**src/rtl/bcc_pkg.sv**
```systemverilog
package bcc_pkg;

   typedef enum logic [1:0] {
      ST_IDLE = 2'd0,
      ST_ADDR = 2'd1,
      ST_WAIT = 2'd2
   } bcc_state_e;

   typedef struct packed {
      logic wr;
      logic dc;
      logic mio;
   } bcc_kind_t;

endpackage

```
**src/rtl/bcc_clkdiv.sv**
```systemverilog
module bcc_clkdiv (
   input  logic clk2,
   input  logic rst,
   output logic tick
);

   logic phase_q;

   always_ff @(posedge clk2) begin
      if (rst) phase_q <= 1'b0;
      else     phase_q <= ~phase_q;
   end

   assign tick = phase_q;


   tick_alt_chk: assert property (@(posedge clk2) disable iff (rst)
      tick |=> !tick);

endmodule

```
**src/rtl/bcc_steer.sv**
```systemverilog
module bcc_steer #(
   parameter int DATA_W = 32
) (
   input  logic [DATA_W/8-1:0] be,
   input  logic [DATA_W-1:0]   wdata,
   input  logic                upper,
   input  logic                bs16_n,
   input  logic [DATA_W-1:0]   din,
   input  logic [DATA_W-1:0]   rdata_cur,
   output logic [DATA_W/8-1:0] be_n_o,
   output logic [DATA_W-1:0]   dout,
   output logic [DATA_W-1:0]   rdata_nxt,
   output logic                need_upper
);

   localparam int LANES  = DATA_W / 8;
   localparam int HLANES = LANES / 2;
   localparam int HALF_W = DATA_W / 2;

   logic [HLANES-1:0] hi_lanes;
   logic [HALF_W-1:0] w_hi;

   assign hi_lanes = be[LANES-1:HLANES];
   assign w_hi     = wdata[DATA_W-1:HALF_W];

   always_comb begin
      if (upper) begin
         be_n_o = ~{{HLANES{1'b0}}, hi_lanes};
         dout   = {w_hi, w_hi};
      end else begin
         be_n_o = ~be;
         dout   = wdata;
      end
   end

   always_comb begin
      if (upper)
         rdata_nxt = {din[HALF_W-1:0], rdata_cur[HALF_W-1:0]};
      else if (!bs16_n)
         rdata_nxt = {rdata_cur[DATA_W-1:HALF_W], din[HALF_W-1:0]};
      else
         rdata_nxt = din;
   end

   assign need_upper = !upper && !bs16_n && (|hi_lanes);

endmodule

```
**src/rtl/bcc_seq.sv**
```systemverilog
module bcc_seq
   import bcc_pkg::*;
#(
   parameter int          ADDR_W       = 32,
   parameter int          DATA_W       = 32,
   parameter logic [31:0] RESET_VECTOR = 32'hFFFF_FFF0,
   parameter bit          BOOT_FETCH   = 1'b1
) (
   input  logic                 clk2,
   input  logic                 rst,
   input  logic                 tick,
   input  logic                 req,
   input  logic [ADDR_W-1:2]    req_addr,
   input  logic [DATA_W/8-1:0]  req_be,
   input  bcc_kind_t            req_kind,
   input  logic [DATA_W-1:0]    req_wdata,
   input  logic                 ready_n,
   input  logic                 need_upper,
   input  logic [DATA_W-1:0]    rdata_nxt,
   output logic                 ads_n,
   output logic [ADDR_W-1:2]    addr_q,
   output logic [DATA_W/8-1:0]  be_q,
   output bcc_kind_t            kind_q,
   output logic [DATA_W-1:0]    wdata_q,
   output logic                 upper,
   output logic [DATA_W-1:0]    rdata,
   output logic                 done,
   output logic                 busy
);

   localparam int LANES = DATA_W / 8;
   localparam logic [ADDR_W-1:2] VEC_WORD = RESET_VECTOR[ADDR_W-1:2];
   localparam bcc_kind_t FETCH_KIND = '{wr: 1'b0, dc: 1'b0, mio: 1'b1};

   bcc_state_e state;
   logic       boot_pend;
   logic       boot_init;

   generate
      if (BOOT_FETCH) begin : g_boot
         assign boot_init = 1'b1;
      end else begin : g_noboot
         assign boot_init = 1'b0;
      end
   endgenerate

   always_ff @(posedge clk2) begin
      if (rst) begin
         state     <= ST_IDLE;
         ads_n     <= 1'b1;
         upper     <= 1'b0;
         done      <= 1'b0;
         boot_pend <= boot_init;
         addr_q    <= '0;
         be_q      <= '0;
         kind_q    <= '0;
         wdata_q   <= '0;
         rdata     <= '0;
      end else if (tick) begin
         done <= 1'b0;
         unique case (state)
            ST_IDLE: begin
               if (boot_pend) begin
                  boot_pend <= 1'b0;
                  addr_q    <= VEC_WORD;
                  be_q      <= {LANES{1'b1}};
                  kind_q    <= FETCH_KIND;
                  wdata_q   <= '0;
                  upper     <= 1'b0;
                  ads_n     <= 1'b0;
                  state     <= ST_ADDR;
               end else if (req) begin
                  addr_q    <= req_addr;
                  be_q      <= req_be;
                  kind_q    <= req_kind;
                  wdata_q   <= req_wdata;
                  upper     <= 1'b0;
                  ads_n     <= 1'b0;
                  state     <= ST_ADDR;
               end
            end
            ST_ADDR: begin
               ads_n <= 1'b1;
               state <= ST_WAIT;
            end
            ST_WAIT: begin
               if (!ready_n) begin
                  if (!kind_q.wr) rdata <= rdata_nxt;
                  if (need_upper) begin
                     upper <= 1'b1;
                     ads_n <= 1'b0;
                     state <= ST_ADDR;
                  end else begin
                     upper <= 1'b0;
                     be_q  <= '0;
                     done  <= 1'b1;
                     state <= ST_IDLE;
                  end
               end
            end
            default: state <= ST_IDLE;
         endcase
      end
   end

   assign busy = boot_pend || (state != ST_IDLE);


   ads_pulse_chk: assert property (@(posedge clk2) disable iff (rst)
      $fell(ads_n) |=> !ads_n ##1 ads_n);


   wait_hold_chk: assert property (@(posedge clk2) disable iff (rst)
      (state == ST_WAIT && $past(state) == ST_WAIT) |->
         ($stable(addr_q) && $stable(be_q) && $stable(kind_q) &&
          $stable(wdata_q) && $stable(upper)));


   done_pulse_chk: assert property (@(posedge clk2) disable iff (rst)
      $rose(done) |=> done ##1 !done);


   upper_strobe_chk: assert property (@(posedge clk2) disable iff (rst)
      $rose(upper) |-> (!ads_n && state == ST_ADDR));


   idle_quiet_chk: assert property (@(posedge clk2) disable iff (rst)
      (state == ST_IDLE) |-> (ads_n && !upper));

endmodule

```
**src/rtl/bus_cycle_ctl.sv**
```systemverilog
module bus_cycle_ctl
   import bcc_pkg::*;
#(
   parameter int          ADDR_W       = 32,
   parameter int          DATA_W       = 32,
   parameter logic [31:0] RESET_VECTOR = 32'hFFFF_FFF0,
   parameter bit          BOOT_FETCH   = 1'b1
) (
   input  logic                clk2,
   input  logic                rst,
   input  logic                req,
   input  logic [ADDR_W-1:2]   req_addr,
   input  logic [DATA_W/8-1:0] req_be,
   input  logic                req_write,
   input  logic                req_data,
   input  logic                req_mem,
   input  logic [DATA_W-1:0]   req_wdata,
   output logic                busy,
   output logic                done,
   output logic [DATA_W-1:0]   rdata,
   output logic                ads_n,
   output logic [ADDR_W-1:2]   addr,
   output logic [DATA_W/8-1:0] be_n,
   output logic                cyc_write,
   output logic                cyc_data,
   output logic                cyc_mem,
   output logic [DATA_W-1:0]   dout,
   input  logic [DATA_W-1:0]   din,
   input  logic                ready_n,
   input  logic                bs16_n
);

   localparam int LANES = DATA_W / 8;

   generate
      if (DATA_W < 16 || (DATA_W % 16) != 0) begin : g_bad_data_w
         $error("bus_cycle_ctl: DATA_W must be a multiple of 16");
      end
      if (ADDR_W < 3 || ADDR_W > 32) begin : g_bad_addr_w
         $error("bus_cycle_ctl: ADDR_W must lie in 3..32");
      end
   endgenerate

   logic              tick;
   logic [LANES-1:0]  be_q;
   bcc_kind_t         kind_q;
   bcc_kind_t         req_kind;
   logic [DATA_W-1:0] wdata_q;
   logic              upper;
   logic              need_upper;
   logic [DATA_W-1:0] rdata_nxt;

   assign req_kind = '{wr: req_write, dc: req_data, mio: req_mem};

   bcc_clkdiv u_div (
      .clk2 (clk2),
      .rst  (rst),
      .tick (tick)
   );

   bcc_seq #(
      .ADDR_W       (ADDR_W),
      .DATA_W       (DATA_W),
      .RESET_VECTOR (RESET_VECTOR),
      .BOOT_FETCH   (BOOT_FETCH)
   ) u_seq (
      .clk2       (clk2),
      .rst        (rst),
      .tick       (tick),
      .req        (req),
      .req_addr   (req_addr),
      .req_be     (req_be),
      .req_kind   (req_kind),
      .req_wdata  (req_wdata),
      .ready_n    (ready_n),
      .need_upper (need_upper),
      .rdata_nxt  (rdata_nxt),
      .ads_n      (ads_n),
      .addr_q     (addr),
      .be_q       (be_q),
      .kind_q     (kind_q),
      .wdata_q    (wdata_q),
      .upper      (upper),
      .rdata      (rdata),
      .done       (done),
      .busy       (busy)
   );

   bcc_steer #(
      .DATA_W (DATA_W)
   ) u_steer (
      .be         (be_q),
      .wdata      (wdata_q),
      .upper      (upper),
      .bs16_n     (bs16_n),
      .din        (din),
      .rdata_cur  (rdata),
      .be_n_o     (be_n),
      .dout       (dout),
      .rdata_nxt  (rdata_nxt),
      .need_upper (need_upper)
   );

   assign cyc_write = kind_q.wr;
   assign cyc_data  = kind_q.dc;
   assign cyc_mem   = kind_q.mio;

endmodule

```
**config.mk**
```make
export PLATFORM = sky130hd
export DESIGN_NAME = bus_cycle_ctl
export DESIGN_NICKNAME = d
export VERILOG_FILES = /design/src/rtl/bcc_pkg.sv /design/src/rtl/bcc_clkdiv.sv /design/src/rtl/bcc_steer.sv /design/src/rtl/bcc_seq.sv /design/src/rtl/bus_cycle_ctl.sv
export SDC_FILE = /design/constraint.sdc
export NUM_CORES = 1
export LEC_CHECK = 0
export BUFFER_PORTS_ARGS = -buffer_cell sky130_fd_sc_hd__buf_2
export CAP_MARGIN = 20
export CORE_MARGIN = 10
export CORE_UTILIZATION = 40
export CTS_CLUSTER_SIZE = 20
export DETAILED_ROUTE_END_ITERATION = 8
export PLACE_DENSITY = 0.7
export SKIP_LAST_GASP = 1
export SLEW_MARGIN = 20
export SYNTH_ARGS = -nofsm -noshare
export SYNTH_HDL_FRONTEND = slang
export SYNTH_SLANG_ARGS = --single-unit
```
**constraint.sdc**
```tcl
create_clock -name clk2 -period 1.7 [get_ports clk2]
set_input_delay 0.085 -clock clk2 [delete_from_list [all_inputs] [get_ports clk2]]
set_output_delay 0.085 -clock clk2 [all_outputs]
set_load 0.03 [all_outputs]
```
==> out/qor.yml <==
rr_startpoint: "u_seq.state[0]"
num_rows: 39
die_w_um: 127
worst-path-max-fanout: 20
wire_per_inst_um: 16.2
vias: 4460
slowest_stage: "mux2_2"
arrival_ns: 1.55
drive_above_1_share_pct: 35.8
yosysTopAreaCell: "dfxtp_1"
r2r_slack_ns: 0.17
ios: 210
min_path_type: "primary input to flop"
critical_path_required_ns: 1.62
period_minus_slack_ns: 1.64
final-hold-violation-count: 0
synth-edff-count: 0
clock-sinks: 108
syn2layout_area_growth_pct: 36.6
postCtsSetupBuffers: 0
max-cap-violations: 0
htree_num_levels: 3
endpoint_kind: "primary output"
io_buffers: 209
die-area_sq_um: 16200
hp-start: "req_addr[24]"
drcViolationCount: 0
ant_nets: 0
clk_pin_slew_ns: 0.07
finalCritPeriodShare_pct: 96.2
yosysSeqAreaShare_pct: 47.1
core-area_sq_um: 11300
grt_antenna_before_repair: 3
ys.flop_type: "dfxtp_1"
clk_latency_ns: 0.34
setup_viol: 0
rsz0062_at_grt: "yes"
yosysMostFrequentCell: "dfxtp_1"
final-seq-area_sq_um: 2160
synth_warnings: 0
ys_top_cells_by_area: "dfxtp_1 47%, nor3_1 6.4%, nand3b_1 6.0%"
synthCells: 533
cts_root_buf: "clkbuf_16"
viasPerCell: 5.02
nNetsFinal: 844
status: "finished clean"
grt_pass1_vias: 4411
reg2reg_depth: 5
ys_types: 32
grt.overflow.total: 0
power_density_nw_per_um2: 949
drt-pass1-iter-count: 6
max_freq_mhz: 611
track_usage_pct: 16.9
clockBufferDepth: 2
syn_avg_cell_area_sq_um: 8.62
leakage_nw: 2.69
utilization_pct: 55.4
drt_wl_total_um: 14400
multiInputGateArea_sq_um: 2090
dp_hpwl_um: 10500
drt_iter0_markers: 308
synth_common_cells: "108 x dfxtp_1, 72 x nand2_1, 59 x nor3_1"
hold_depth: 3
slew_headroom_pct: 71.2
drv_slew: 0
grt_max_degree: 43
cts_tree: "yes"
power_mw: 5.96
nFillCells: 1069
fp.dieH_um: 127
synth.top_cell.area_share_pct: 47.1
worst_path_largest_cell_delay_ns: 0.37
syn-num-nets: 639
synth-seq-cells: 108
reg2reg_to: "u_seq.addr_q[14]"
gp_congestion: 0.863
async_flop_share_pct: 0
start_kind: "flop"
grt_pass1_wl_um: 22700
min_to: "u_seq.addr_q[24]"
vdd_drop_max_uv: 660
start_util_pct: 40.6
cts_made_buffers: 9
finClkSkew_ns: 0.00764
worst_pin_slew_ns: 0.433
syn_area_sq_um: 4590
worstSetupPathType: "flop to primary output"
crit_chain: "buf_4 -> mux2_2 -> buf_2"
==> state kept, by name, indices dropped and copies added (netlist names) <==
name and count:
u_seq.upper 1, u_div.tick 1, u_seq.boot_pend 1, u_seq.done 1, u_seq.kind_q 3, u_seq.addr_q 30, u_seq.rdata 32, u_seq.be_q 4
u_seq.wdata_q 32, u_seq.state 2, u_seq.ads_n 1
==> stage by stage <==
| step | hold slack, ns | setup TNS (ns) | std cells | cell area [sq um] | setup WS (ns) |
|---|---|---|---|---|---|
| floorplan | 0.221 | 0 | 533 | 4590 | 0.168 |
| global placement | 0.344 | 0 | 841 | 5660 | 0.198 |
| detailed placement | 0.355 | 0 | 841 | 5660 | 0.165 |
| CTS | 0.000109 | 0 | 886 | 6260 | 0.0295 |
| global route | 0.00932 | -0.0231 | 889 | 6270 | -0.00782 |
| finish | 0.00934 | 0 | 889 | 6270 | 0.0641 |
==> area by class of cell <==
type | instances | share of cell area (%)
tap | 143 | 2.85
sequential | 108 | 34.5
clock buffer | 12 | 4.09
clock inverter | 4 | 0.758
antenna | 3 | 0.120
multi-input combinational | 360 | 33.3
inverter | 3 | 0.179
timing repair buffer | 256 | 24.2
==> worst max path at each step <==
stage                    start               end  slack [ns]  cells after the start
3_3_place_gp    u_seq.state[0]  u_seq.addr_q[11]        0.20                      5
3_5_place_dp    u_seq.state[0]  u_seq.addr_q[26]        0.16                      5
6_report           u_seq.upper           dout[4]        0.06                      3
2_1_floorplan  u_seq.kind_q[2]    u_seq.rdata[0]        0.17                      5
5_1_grt            u_seq.upper           dout[4]      -0.008                      3
4_1_cts            u_seq.upper          dout[11]        0.03                      3
==> where the power goes <==
part / internal (mW) / switching (mW) / total, mW
sequential: 2.66 / 0.0726 / 2.73
combinational: 0.420 / 0.687 / 1.11
clock: 1.22 / 0.897 / 2.12
==> kinds of logic (layout without fill, tap and decap cells) <==
kind of cell	Yosys count	in the layout	share of synthesized area (%)
simple gates	237	237	26.0
flops	108	108	47.1
compound gates	85	85	10.6
buf+inv	65	275	7.63
mux	38	38	8.72
other cells	0	3	0
==> worst max-delay path: cells and delay by family (launching register included) <==
| family | cells | cell delay (ns) |
|---|---|---|
| multiplexers | 1 | 0.37 |
| flip-flops | 1 | 0.36 |
| buffers and inverters | 2 | 0.47 |
==> placed cells by master, fill, tap and decap left out, types with 2 or more instances in the layout <==
master and instances:
nand2b_1 7, clkinv_2 2, buf_4 14, nand2_1 72, diode_2 3, a21oi_1 55, a211oi_1 16, mux2i_1 22
buf_6 2, nor3_1 58, dfxtp_2 2, nor2_1 49, dlygate4sd3_1 29, clkbuf_16 9, nor4_4 2, dfxtp_1 106
nand3b_1 37, buf_2 208, or3_1 2, buf_12 3, clkbuf_8 2, inv_1 3, mux2_2 16, o21ai_0 7
==> what timing repair did <==
item / 4_1_cts / 5_1_grt
hold buffers: 29 / 0
setup endpoints to repair: 0 / 3
endpoints found under the hold margin: 29 / 0
gates resized for setup: 0 / 3
==> metal layers <==
metal	track usage, %	vias up	part of all wire, %	routed length [um]
li1	-	2227	-	-
met1	19.8	2062	42	5980
met2	28.4	153	51	7270
met3	4.09	18	5.9	842
met4	7.84	0	1.9	277
met5	0	-	0	0
Note: power is estimated with default switching activity, not from simulation.
